===== src/rtl/cdi_pkg.sv =====
package cdi_pkg;

    typedef enum logic [1:0] {
        SEL_STATUS  = 2'd0,
        SEL_ENABLE  = 2'd1,
        SEL_PRESENT = 2'd2,
        SEL_SPARE   = 2'd3
    } reg_sel_e;

endpackage


===== src/rtl/cdi_cd_edge.sv =====
module cdi_cd_edge (
    input  logic clk,
    input  logic rst_n,
    input  logic sw_rst_i,
    input  logic card_i,
    output logic present_o,
    output logic por_evt_o,
    output logic rise_o,
    output logic fall_o
);

    typedef struct packed {
        logic cp;
        logic init;
        logic armed;
    } edge_st_t;

    edge_st_t st_d, st_q;

    always_comb begin
        st_d       = st_q;
        st_d.cp    = card_i;
        st_d.init  = 1'b0;
        st_d.armed = st_q.armed & ~sw_rst_i;
    end

    always_ff @(posedge clk or negedge rst_n) begin
        if (!rst_n) begin
            st_q.cp    <= 1'b0;
            st_q.init  <= 1'b1;
            st_q.armed <= 1'b1;
        end else begin
            st_q <= st_d;
        end
    end

    assign present_o = st_q.cp;
    assign por_evt_o = st_q.init & card_i;
    assign rise_o    = st_q.armed & ~st_q.init & card_i & ~st_q.cp;
    assign fall_o    = st_q.armed & ~st_q.init & ~card_i & st_q.cp;

    // the present bit survives a software reset and keeps tracking
    a_r8_present_tracks: assert property (@(posedge clk) disable iff (!rst_n)
        sw_rst_i |=> present_o == $past(card_i));

    // detector stays disarmed after a software reset
    a_r7_no_edges_after_swrst: assert property (@(posedge clk) disable iff (!rst_n)
        sw_rst_i |=> (!rise_o && !fall_o));

endmodule


===== src/rtl/cdi_sts_regs.sv =====
module cdi_sts_regs #(
    parameter int NORM_W  = 16,
    parameter int ERR_W   = 16,
    parameter int INS_BIT = 6,
    parameter int REM_BIT = 7,
    localparam int DATA_W = NORM_W + ERR_W
) (
    input  logic                 clk,
    input  logic                 rst_n,
    input  logic                 sw_rst_i,
    input  logic                 wr_en_i,
    input  cdi_pkg::reg_sel_e    sel_i,
    input  logic [DATA_W-1:0]    wdata_i,
    input  logic                 rise_i,
    input  logic                 fall_i,
    input  logic                 por_evt_i,
    output logic [NORM_W-1:0]    norm_sts_o,
    output logic [NORM_W-1:0]    norm_en_o,
    output logic [ERR_W-1:0]     err_en_o
);

    typedef struct packed {
        logic [NORM_W-1:0] sts;
        logic              sticky;
        logic [NORM_W-1:0] nen;
        logic [ERR_W-1:0]  een;
    } regs_t;

    regs_t r_d, r_q;

    logic [NORM_W-1:0] ev;
    logic [NORM_W-1:0] clr;
    logic              wr_sts, wr_en;

    for (genvar i = 0; i < NORM_W; i++) begin : g_ev
        if (i == INS_BIT) begin : g_ins
            assign ev[i] = rise_i;
        end else if (i == REM_BIT) begin : g_rem
            assign ev[i] = fall_i;
        end else begin : g_none
            assign ev[i] = 1'b0;
        end
    end

    assign wr_sts = wr_en_i && (sel_i == cdi_pkg::SEL_STATUS);
    assign wr_en  = wr_en_i && (sel_i == cdi_pkg::SEL_ENABLE);
    assign clr    = wr_sts ? wdata_i[NORM_W-1:0] : '0;

    always_comb begin
        r_d        = r_q;
        r_d.sts    = (r_q.sts & ~clr) | ev;
        r_d.sticky = (r_q.sticky & ~clr[INS_BIT]) | por_evt_i;
        if (wr_en) begin
            r_d.nen = wdata_i[NORM_W-1:0];
            r_d.een = wdata_i[DATA_W-1:NORM_W];
        end
        if (sw_rst_i) begin
            r_d = '0;
        end
    end

    always_ff @(posedge clk or negedge rst_n) begin
        if (!rst_n) begin
            r_q <= '0;
        end else begin
            r_q <= r_d;
        end
    end

    assign norm_sts_o = r_q.sts | (NORM_W'(r_q.sticky) << INS_BIT);
    assign norm_en_o  = r_q.nen;
    assign err_en_o   = r_q.een;

    // software reset empties status and enables
    a_r7_swrst_clears: assert property (@(posedge clk) disable iff (!rst_n)
        sw_rst_i |=> (norm_sts_o == '0 && norm_en_o == '0 && err_en_o == '0));

    // a written 1 clears the insertion bit, sticky event included
    a_r9_w1c_ins: assert property (@(posedge clk) disable iff (!rst_n)
        (wr_sts && wdata_i[INS_BIT] && !rise_i && !por_evt_i) |=> !norm_sts_o[INS_BIT]);

    // without a clear the insertion bit holds
    a_r9_hold_ins: assert property (@(posedge clk) disable iff (!rst_n)
        (!sw_rst_i && norm_sts_o[INS_BIT] && !(wr_sts && wdata_i[INS_BIT])) |=> norm_sts_o[INS_BIT]);

endmodule


===== src/rtl/cdi_rd_view.sv =====
module cdi_rd_view #(
    parameter int NORM_W  = 16,
    parameter int ERR_W   = 16,
    localparam int DATA_W = NORM_W + ERR_W
) (
    input  logic              clk,
    input  logic              rst_n,
    input  cdi_pkg::reg_sel_e sel_i,
    input  logic [NORM_W-1:0] norm_sts_i,
    input  logic [NORM_W-1:0] norm_en_i,
    input  logic [ERR_W-1:0]  err_en_i,
    input  logic [ERR_W-1:0]  err_sts_i,
    input  logic              present_i,
    output logic [DATA_W-1:0] rdata_o,
    output logic              irq_o
);

    logic [NORM_W-1:0] vis;

    assign vis = norm_sts_i & norm_en_i;

    always_comb begin
        case (sel_i)
            cdi_pkg::SEL_STATUS:  rdata_o = {err_sts_i, vis};
            cdi_pkg::SEL_ENABLE:  rdata_o = {err_en_i, norm_en_i};
            cdi_pkg::SEL_PRESENT: rdata_o = DATA_W'(present_i);
            default:              rdata_o = '0;
        endcase
    end

    assign irq_o = (|vis) | (|(err_sts_i & err_en_i));

    // nothing outside the enable mask is visible in a status read
    a_r4_masked_read: assert property (@(posedge clk) disable iff (!rst_n)
        (sel_i == cdi_pkg::SEL_STATUS) |-> ((rdata_o[NORM_W-1:0] & ~norm_en_i) == '0));

    // all enables clear means no interrupt
    a_r10_quiet_when_disabled: assert property (@(posedge clk) disable iff (!rst_n)
        (norm_en_i == '0 && err_en_i == '0) |-> !irq_o);

endmodule


===== src/rtl/cdi_card_irq.sv =====
module cdi_card_irq #(
    parameter int NORM_W  = 16,
    parameter int ERR_W   = 16,
    parameter int INS_BIT = 6,
    parameter int REM_BIT = 7,
    localparam int DATA_W = NORM_W + ERR_W
) (
    input  logic              clk,
    input  logic              rst_n,
    input  logic              sw_rst,
    input  logic              card_present,
    input  logic [ERR_W-1:0]  err_sts,
    input  logic              reg_wr,
    input  logic [1:0]        reg_sel,
    input  logic [DATA_W-1:0] reg_wdata,
    output logic [DATA_W-1:0] reg_rdata,
    output logic              irq
);

    cdi_pkg::reg_sel_e sel;
    logic              present, por_evt, rise, fall;
    logic [NORM_W-1:0] norm_sts, norm_en;
    logic [ERR_W-1:0]  err_en;

    assign sel = cdi_pkg::reg_sel_e'(reg_sel);

    cdi_cd_edge u_edge (
        .clk       (clk),
        .rst_n     (rst_n),
        .sw_rst_i  (sw_rst),
        .card_i    (card_present),
        .present_o (present),
        .por_evt_o (por_evt),
        .rise_o    (rise),
        .fall_o    (fall)
    );

    cdi_sts_regs #(
        .NORM_W  (NORM_W),
        .ERR_W   (ERR_W),
        .INS_BIT (INS_BIT),
        .REM_BIT (REM_BIT)
    ) u_regs (
        .clk        (clk),
        .rst_n      (rst_n),
        .sw_rst_i   (sw_rst),
        .wr_en_i    (reg_wr),
        .sel_i      (sel),
        .wdata_i    (reg_wdata),
        .rise_i     (rise),
        .fall_i     (fall),
        .por_evt_i  (por_evt),
        .norm_sts_o (norm_sts),
        .norm_en_o  (norm_en),
        .err_en_o   (err_en)
    );

    cdi_rd_view #(
        .NORM_W (NORM_W),
        .ERR_W  (ERR_W)
    ) u_view (
        .clk        (clk),
        .rst_n      (rst_n),
        .sel_i      (sel),
        .norm_sts_i (norm_sts),
        .norm_en_i  (norm_en),
        .err_en_i   (err_en),
        .err_sts_i  (err_sts),
        .present_i  (present),
        .rdata_o    (reg_rdata),
        .irq_o      (irq)
    );

endmodule


===== config.mk =====
export PLATFORM = sky130hd
export DESIGN_NAME = cdi_card_irq
export DESIGN_NICKNAME = d
export VERILOG_FILES = /design/src/rtl/cdi_pkg.sv /design/src/rtl/cdi_cd_edge.sv /design/src/rtl/cdi_sts_regs.sv /design/src/rtl/cdi_rd_view.sv /design/src/rtl/cdi_card_irq.sv
export SDC_FILE = /design/constraint.sdc
export NUM_CORES = 1
export LEC_CHECK = 0
export ABC_CLOCK_PERIOD_IN_PS = 1100
export CAP_MARGIN = 10
export CORE_MARGIN = 1.5
export CORE_UTILIZATION = 31
export CTS_CLUSTER_SIZE = 28
export DETAILED_ROUTE_END_ITERATION = 12
export DONT_BUFFER_PORTS = 1
export GPL_ROUTABILITY_DRIVEN = 0
export GPL_TIMING_DRIVEN = 0
export SYNTH_ARGS = -nofsm -noshare
export SYNTH_HDL_FRONTEND = slang
export SYNTH_SLANG_ARGS = --single-unit

===== constraint.sdc =====
create_clock -name clk -period 1.1 [get_ports clk]
set_clock_uncertainty 0.1 [all_clocks]
set_input_delay 0.055 -clock clk [delete_from_list [all_inputs] [get_ports clk]]
set_output_delay 0.055 -clock clk [all_outputs]
set_load 0.03 [all_outputs]

==> Word level (Yosys, flattened, before mapping) <==
Cells that the tools add are included.
{ "word_totals": {"inputBits": 55, "latchBits": 0, "ff_bits": 52, "mem_bits_ro": 0, "ramBits": 0, "output_inout_bits": 33, "wordCells": 40, "n_memories": 0} }
{ "classes": {"bitwise": 21, "div_mod_pow": 0, "magnitude_cmp": 0, "eq_ne": 2, "reduce_logical": 6, "mux": 4, "shift": 0, "mul": 0, "n_addsub": 0} }
{ "op_table": {"columns": ["op", "count"], "rows": [
  ["one-hot mux 32 bit (3 select lines)", 1],
  ["2-to-1 mux 49 bit", 1],
  ["bitwise AND 16 bit", 3],
  ["2-to-1 mux 32 bit", 1],
  ["OR reduction 16 bit", 2],
  ["2-to-1 mux 16 bit", 1],
  ["inverter 16 bit", 1],
  ["bitwise OR 16 x 7 -> 16 bit", 1],
  ["bitwise OR 16 x 8 -> 16 bit", 1],
  ["bitwise AND 1 bit", 8],
  ["inverter 1 bit", 5],
  ["equality test 2 x 1 -> 1 bit (second input constant)", 1],
  ["equality test 2 bit (second input constant)", 1],
  ["logical AND 1 bit", 2],
  ["logical NOT 2 bit", 1],
  ["bitwise OR 1 bit", 2],
  ["nonzero test 2 bit", 1]
]} }

==> Logic depth before layout (Yosys ltp) <==
{ "depth": {"depth_word": 7, "mapped_depth": 5, "depth_no_buf": 4} }

==> Modules after synthesis <==
From an unflattened synthesis, not the netlist that was laid out.
{ "hier_totals": {"cells_unflattened": 317, "area_unflattened_um2": 3362.0} }
{ "modules_own_cells": {"columns": ["module", "seq_area_each_um2", "n_inst", "area_per_inst_um2", "cells_per_inst"], "rows": [
  ["cdi_sts_regs", 1226.2, 1, 2637.5, 215],
  ["cdi_rd_view", 0.0, 1, 604.3, 94],
  ["cdi_cd_edge", 77.6, 1, 120.1, 8]
]} }

==> Worst setup path after synthesis <==
OpenSTA, ideal clock, no wires.
{ "synth_timing": {"path_type": "reg2out", "startpoint": "register u_regs.r_q[41] (netlist bit)", "endpoint": "output port irq", "stages_incl_launch_ff": 5, "arrival_time_ns": 1.114, "n_path_buf": 0, "required_time_ns": 0.945, "setup_slack_ns": -0.169, "cell_sequence": "dfrtp_1 > a22oi_1 > nand4_1 > nor4_1 > nand2_1"} }
{ "synth_via": {"elab_chain_cells": 4} }
{ "synth_lines": {"columns": ["item", "line", "rtl"], "rows": [
  ["from (decl)", "cdi_sts_regs.sv:29", "regs_t r_d, r_q;"],
  ["from (signal assigned)", "cdi_sts_regs.sv:66", "r_q <= r_d;"],
  ["bitwise OR 16 x 7 -> 16 bit", "cdi_sts_regs.sv:70", "assign norm_sts_o = r_q.sts | (NORM_W'(r_q.sticky) << INS_BIT);"],
  ["bitwise AND 16 bit", "cdi_rd_view.sv:20", "assign vis = norm_sts_i & norm_en_i;"],
  ["OR reduction 16 bit", "cdi_rd_view.sv:31", "assign irq_o = (|vis) | (|(err_sts_i & err_en_i));"],
  ["bitwise OR 1 bit", "cdi_rd_view.sv:31", null],
  ["to (decl)", "cdi_card_irq.sv:17", "output logic irq"]
]} }
No other way between the ends.

==> Worst setup path after layout <==
{ "layout_timing": {"startpoint": "register u_regs.r_q (netlist bit u_regs.err_en_o[6])", "endpoint": "output port irq"} }
{ "layout_via": {"elab_chain_cells": 3} }
{ "layout_lines": {"columns": ["item", "line"], "rows": [
  ["bitwise AND 16 bit", "cdi_rd_view.sv:31"],
  ["OR reduction 16 bit", "cdi_rd_view.sv:31"],
  ["bitwise OR 1 bit", "cdi_rd_view.sv:31"]
]} }
No other way between the ends.

==> impl.org <==
** Job
- Max-capacitance violation count :: 0

** Global routing
- The first global-routing pass estimated 12300 um of wire.
- Global-route met2 utilization :: 32.7%
- Met1 usage :: 23.4%
- The total overflow left after global routing is 0.
- Largest net degree at the start of global routing :: 53
- GR Util All Layers :: 18.9%
- Number of global-route vias before repair :: 2253
- The layer flagged by global routing as most heavily used is met2.
- Met3 Usage GRT :: 5.45%
- The number of antenna violations at the first check in global routing is 0.

** Run status
- The run finished, with violations left.
- Violated checks :: hold timing, setup timing

** Setup path
- Data on the critical path arrives at its endpoint at 1.63 ns.
- Library cell contributing the largest single delay on the critical path :: sky130_fd_sc_hd__dfrtp_1
- Worst path max stage delay :: 0.43 ns
- The worst register-to-register path has a setup slack of -0.04 ns.
- Length in cells of the worst reg-to-reg path :: 3
- Kind of critical path :: register to output port
- Nature of the critical path startpoint :: register
- Launch instance of the worst register-to-register path :: u_edge.present_o
- STA puts the critical path data required time at 0.94 ns.
- CP Capture Type :: output port
- In this run the worst path has a maximum fanout of 3.
- Traced cell by cell, the critical path runs through a22oi_2 > nand4_1 > nor4_4 > nand2_2.
- The endpoint identified for the worst register-to-register timing path is u_regs.r_q[40].

** Detailed routing
- Dividing the detail-routed via count by the number of cells gives 5.52.
- The count of nets left with antenna violations once routing finished came out at 0.
- Across all layers, the routed design uses 2077 vias.
- After detailed routing, the total wire length is 8220 um.
- In the final routed layout, each cell accounts on average for 21.9 um.
- First-pass DRT Iterations :: 4
- For this block, the initial DRC count from the detailed router was 105.
- In the routed design, unresolved DRC markers number 0.

** Synth
- Portion of netlist area occupied by mux cells :: 6.36%
- Share of the synthesized area in the top cell type :: 49.7%
- By area, the combinational part of the netlist is dominated by compound AO/OA/AOI/OAI gates.
- After Yosys synthesis, full adders, half adders and majority gates account for 0% of the synthesized area.
- Xor/xnor share of the synthesized area :: 0%
- The Yosys step of the flow raised 0 warnings.
- After synthesis, flip-flops and latches occupy 51.7% of the total area.
- Leading cell types by total area after synthesis :: sky130_fd_sc_hd__dfrtp_1 (50%), sky130_fd_sc_hd__a22o_1 (11%), sky130_fd_sc_hd__mux2i_1 (6.4%), sky130_fd_sc_hd__o211a_1 (5.6%), sky130_fd_sc_hd__a22oi_1 (4.5%)
- Count of cell types in the netlist :: 28
- Syn_nets :: 272
- The cell area that synthesis handed to floorplanning was 0.00252 mm^2.
- In the synthesized netlist, the number of instances is 217.
- The synthesized netlist devotes 26.2% of its cell area to compound gates.
- Post-synthesis cell type with the largest combined area :: sky130_fd_sc_hd__dfrtp_1
- A synthesized cell averages 11.6 um^2.
- After synthesis the netlist holds a flip-flop and latch count of 52.
- Post-synthesis simple-gate area fraction :: 10.5%

** Placement
- Placed cell areas :: 0.00265 mm^2
- Worst setup slack before clock tree synthesis :: -0.619 ns
- Port Buffers :: 0
- Once detailed placement completed, the half-perimeter wirelength came to 5440 um.

** Clocking
- CTS H-tree depth :: 2
- The clock reaches the later pin of the worst-skew pair after 0.31 ns.
- Clock sink count :: 52
- After clock tree synthesis, the clock-pin slew on the worst setup and hold paths is 0.11 ns.
- TritonCTS built the clock tree.
- Number of clock buffers inserted by TritonCTS :: 5
- Buffers inserted to repair hold after CTS numbered 33.
- Root buffer cell :: sky130_fd_sc_hd__clkbuf_8
- No sink is reached through more buffers than the 2 on the longest clock path.

** Floorplan
- In this run the count of I/O pins placed on the die edge is 88.
- Die area :: 0.00868 mm^2
- Row Count :: 32
- Core footprint :: 0.00781 mm^2
- Die extent in x :: 93.2 um
- Starting density of the core :: 32.3%
- Measured along the y axis, the die boundary spans 93.2 um.

** Timing
- Hold timing on the final database bottoms out at a slack of -0.679 ns.
- For the pin with the worst max-slew slack, the measured transition is 0.588 ns.
- The max-slew violation total from the final report came to 0.
- Setup repair after global routing could not meet its margin everywhere.
- Setup violations remaining at the end of the flow were counted as 34.
- Final period utilization :: 162%
- The smallest clock period supported by the final layout is computed as 1.78 ns.
- Slack of the critical path :: -0.681 ns
- Final hold violations :: 55
- Headroom to the max-slew limit came out at 60.8%.
- Upper clock frequency limit :: 0.562 GHz
- Final sum of negative setup slack :: -4.43 ns

** Worst hold path
- Worst hold path type :: primary input to asynchronous set/reset pin

** Layout
- Final instance area :: 0.00365 mm^2
- Final antenna diode count :: 0
- Final-stage net count :: 328
- Counting the fill cells in the layout gives 728.
- The post-route netlist has 39.4% of its cells at a drive strength greater than 1.
- Area growth from synthesis to layout :: 44.7%

** Power and ir drop
- Power density cells :: 1050 mW/mm^2
- Across the VDD grid, the largest voltage drop is 0.515 mV.
- Summing internal, switching and leakage power gives 3.82 mW.
- In this run the static leakage power is 1.58 nW.
what timing repair did:
| action | 4_1_cts | 5_1_grt |
|---|---|---|
| gates resized for setup | 96 | 14 |
| buffers inserted | 7 | 9 |
| endpoints found under the hold margin | 102 | 53 |
| pin swaps | 7 | 3 |
| endpoints found under the setup margin | 35 | 35 |
cells in the mapped netlist:
library cell / instances
sky130_fd_sc_hd__dfrtp_1: 50
sky130_fd_sc_hd__a22o_1: 32
sky130_fd_sc_hd__nor2_1: 19
sky130_fd_sc_hd__a21oi_1: 16
sky130_fd_sc_hd__mux2i_1: 16
sky130_fd_sc_hd__a22oi_1: 15
sky130_fd_sc_hd__nand2b_1: 14
sky130_fd_sc_hd__o211a_1: 14
sky130_fd_sc_hd__buf_6: 6
sky130_fd_sc_hd__buf_2: 5
sky130_fd_sc_hd__clkbuf_1: 4
sky130_fd_sc_hd__nand2_1: 3
sky130_fd_sc_hd__nand4_1: 3
sky130_fd_sc_hd__o21ai_0: 3
sky130_fd_sc_hd__buf_4: 2
sky130_fd_sc_hd__dfstp_2: 2
sky130_fd_sc_hd__nor4bb_1: 2
sky130_fd_sc_hd__a222oi_1: 1
sky130_fd_sc_hd__a31oi_2: 1
sky130_fd_sc_hd__and4bb_1: 1
sky130_fd_sc_hd__conb_1: 1
sky130_fd_sc_hd__inv_2: 1
sky130_fd_sc_hd__nand3_1: 1
sky130_fd_sc_hd__nand3b_1: 1
sky130_fd_sc_hd__nor2b_1: 1
sky130_fd_sc_hd__nor3b_4: 1
sky130_fd_sc_hd__nor4_1: 1
sky130_fd_sc_hd__o311a_1: 1
sequential cells by signal, indices dropped and copies added, names as in the netlist:
register	count
u_regs.norm_en_o	16
u_edge.st_q	2
u_regs.err_en_o	16
u_regs.r_q	17
u_edge.present_o	1
worst max path at each step:
stage	start	to	slack, ns
3_3_place_gp	u_regs.r_q[41]	irq	-0.61
6_report	u_regs.err_en_o[6]	irq	-0.68
3_5_place_dp	u_regs.r_q[41]	irq	-0.62
2_1_floorplan	u_regs.r_q[41]	irq	-0.17
5_1_grt	u_regs.r_q[33]	irq	-0.76
4_1_cts	u_regs.norm_en_o[15]	irq	-0.70
area by class of cell:
type | instances | area, um^2 | area share [%]
Tap cell | 102 | 128 | 3.50
Sequential cell | 52 | 1300 | 35.7
Inverter | 1 | 3.75 | 0.103
Multi-Input combinational cell | 147 | 1520 | 41.8
Clock buffer | 5 | 68.8 | 1.89
Buffer | 17 | 126 | 3.46
Timing Repair Buffer | 49 | 468 | 12.8
Clock inverter | 3 | 25.0 | 0.686
per-stage QoR:
| step | util [%] | cells |
|---|---|---|
| floorplan | - | 217 |
| global placement | 33.9 | 319 |
| detailed placement | 33.9 | 319 |
| CTS | 45.1 | 367 |
| global route | 46.7 | 376 |
| finish | 46.7 | 376 |
power by group:
| group | leakage [nW] | internal, mW | switching [mW] | total [mW] |
|---|---|---|---|---|
| Combinational | 0.828 | 0.290 | 0.376 | 0.667 |
| Clock | 0.0452 | 0.465 | 0.682 | 1.15 |
| Sequential | 0.709 | 1.96 | 0.0515 | 2.01 |
| Total | 1.58 | 2.71 | 1.11 | 3.82 |
metal layers:
metal	routed length (um)	part of all wire, %
met1	3400	41
met2	4160	51
met3	570	6.9
met4	96	1.2
met5	0	0
critical path: cells and delay by family, from the launching register on:
family / cells / cell delay [ns]
compound gates: 1 / 0.19
flops: 1 / 0.43
simple gates: 3 / 0.70
cell usage in the layout, fill, tap and decap left out, types with 2 or more instances in the layout:
cell type and n:
sky130_fd_sc_hd__dfstp_2 2, sky130_fd_sc_hd__nor4bb_4 2, sky130_fd_sc_hd__clkbuf_8 5, sky130_fd_sc_hd__nand2_1 2, sky130_fd_sc_hd__nor2_4 16, sky130_fd_sc_hd__nor2_1 3
sky130_fd_sc_hd__a22oi_1 6, sky130_fd_sc_hd__o211a_4 14, sky130_fd_sc_hd__inv_6 2, sky130_fd_sc_hd__nand4_1 3, sky130_fd_sc_hd__dfrtp_1 50, sky130_fd_sc_hd__clkbuf_2 3
sky130_fd_sc_hd__buf_6 10, sky130_fd_sc_hd__mux2i_2 13, sky130_fd_sc_hd__a22oi_2 9, sky130_fd_sc_hd__buf_2 5, sky130_fd_sc_hd__dlygate4sd3_1 32, sky130_fd_sc_hd__a21oi_1 15
sky130_fd_sc_hd__mux2i_4 3, sky130_fd_sc_hd__nand2b_1 14, sky130_fd_sc_hd__buf_4 14, sky130_fd_sc_hd__a22o_1 32
kinds of logic after synthesis:
family                 count (synthesis)
AOI/OAI and AO/OA                     83
buffers and inverters                 18
DFF                                   52
muxes                                 16
other                                  1
and+or+nand+nor                       47
Note: power is estimated with default switching activity, not from simulation.
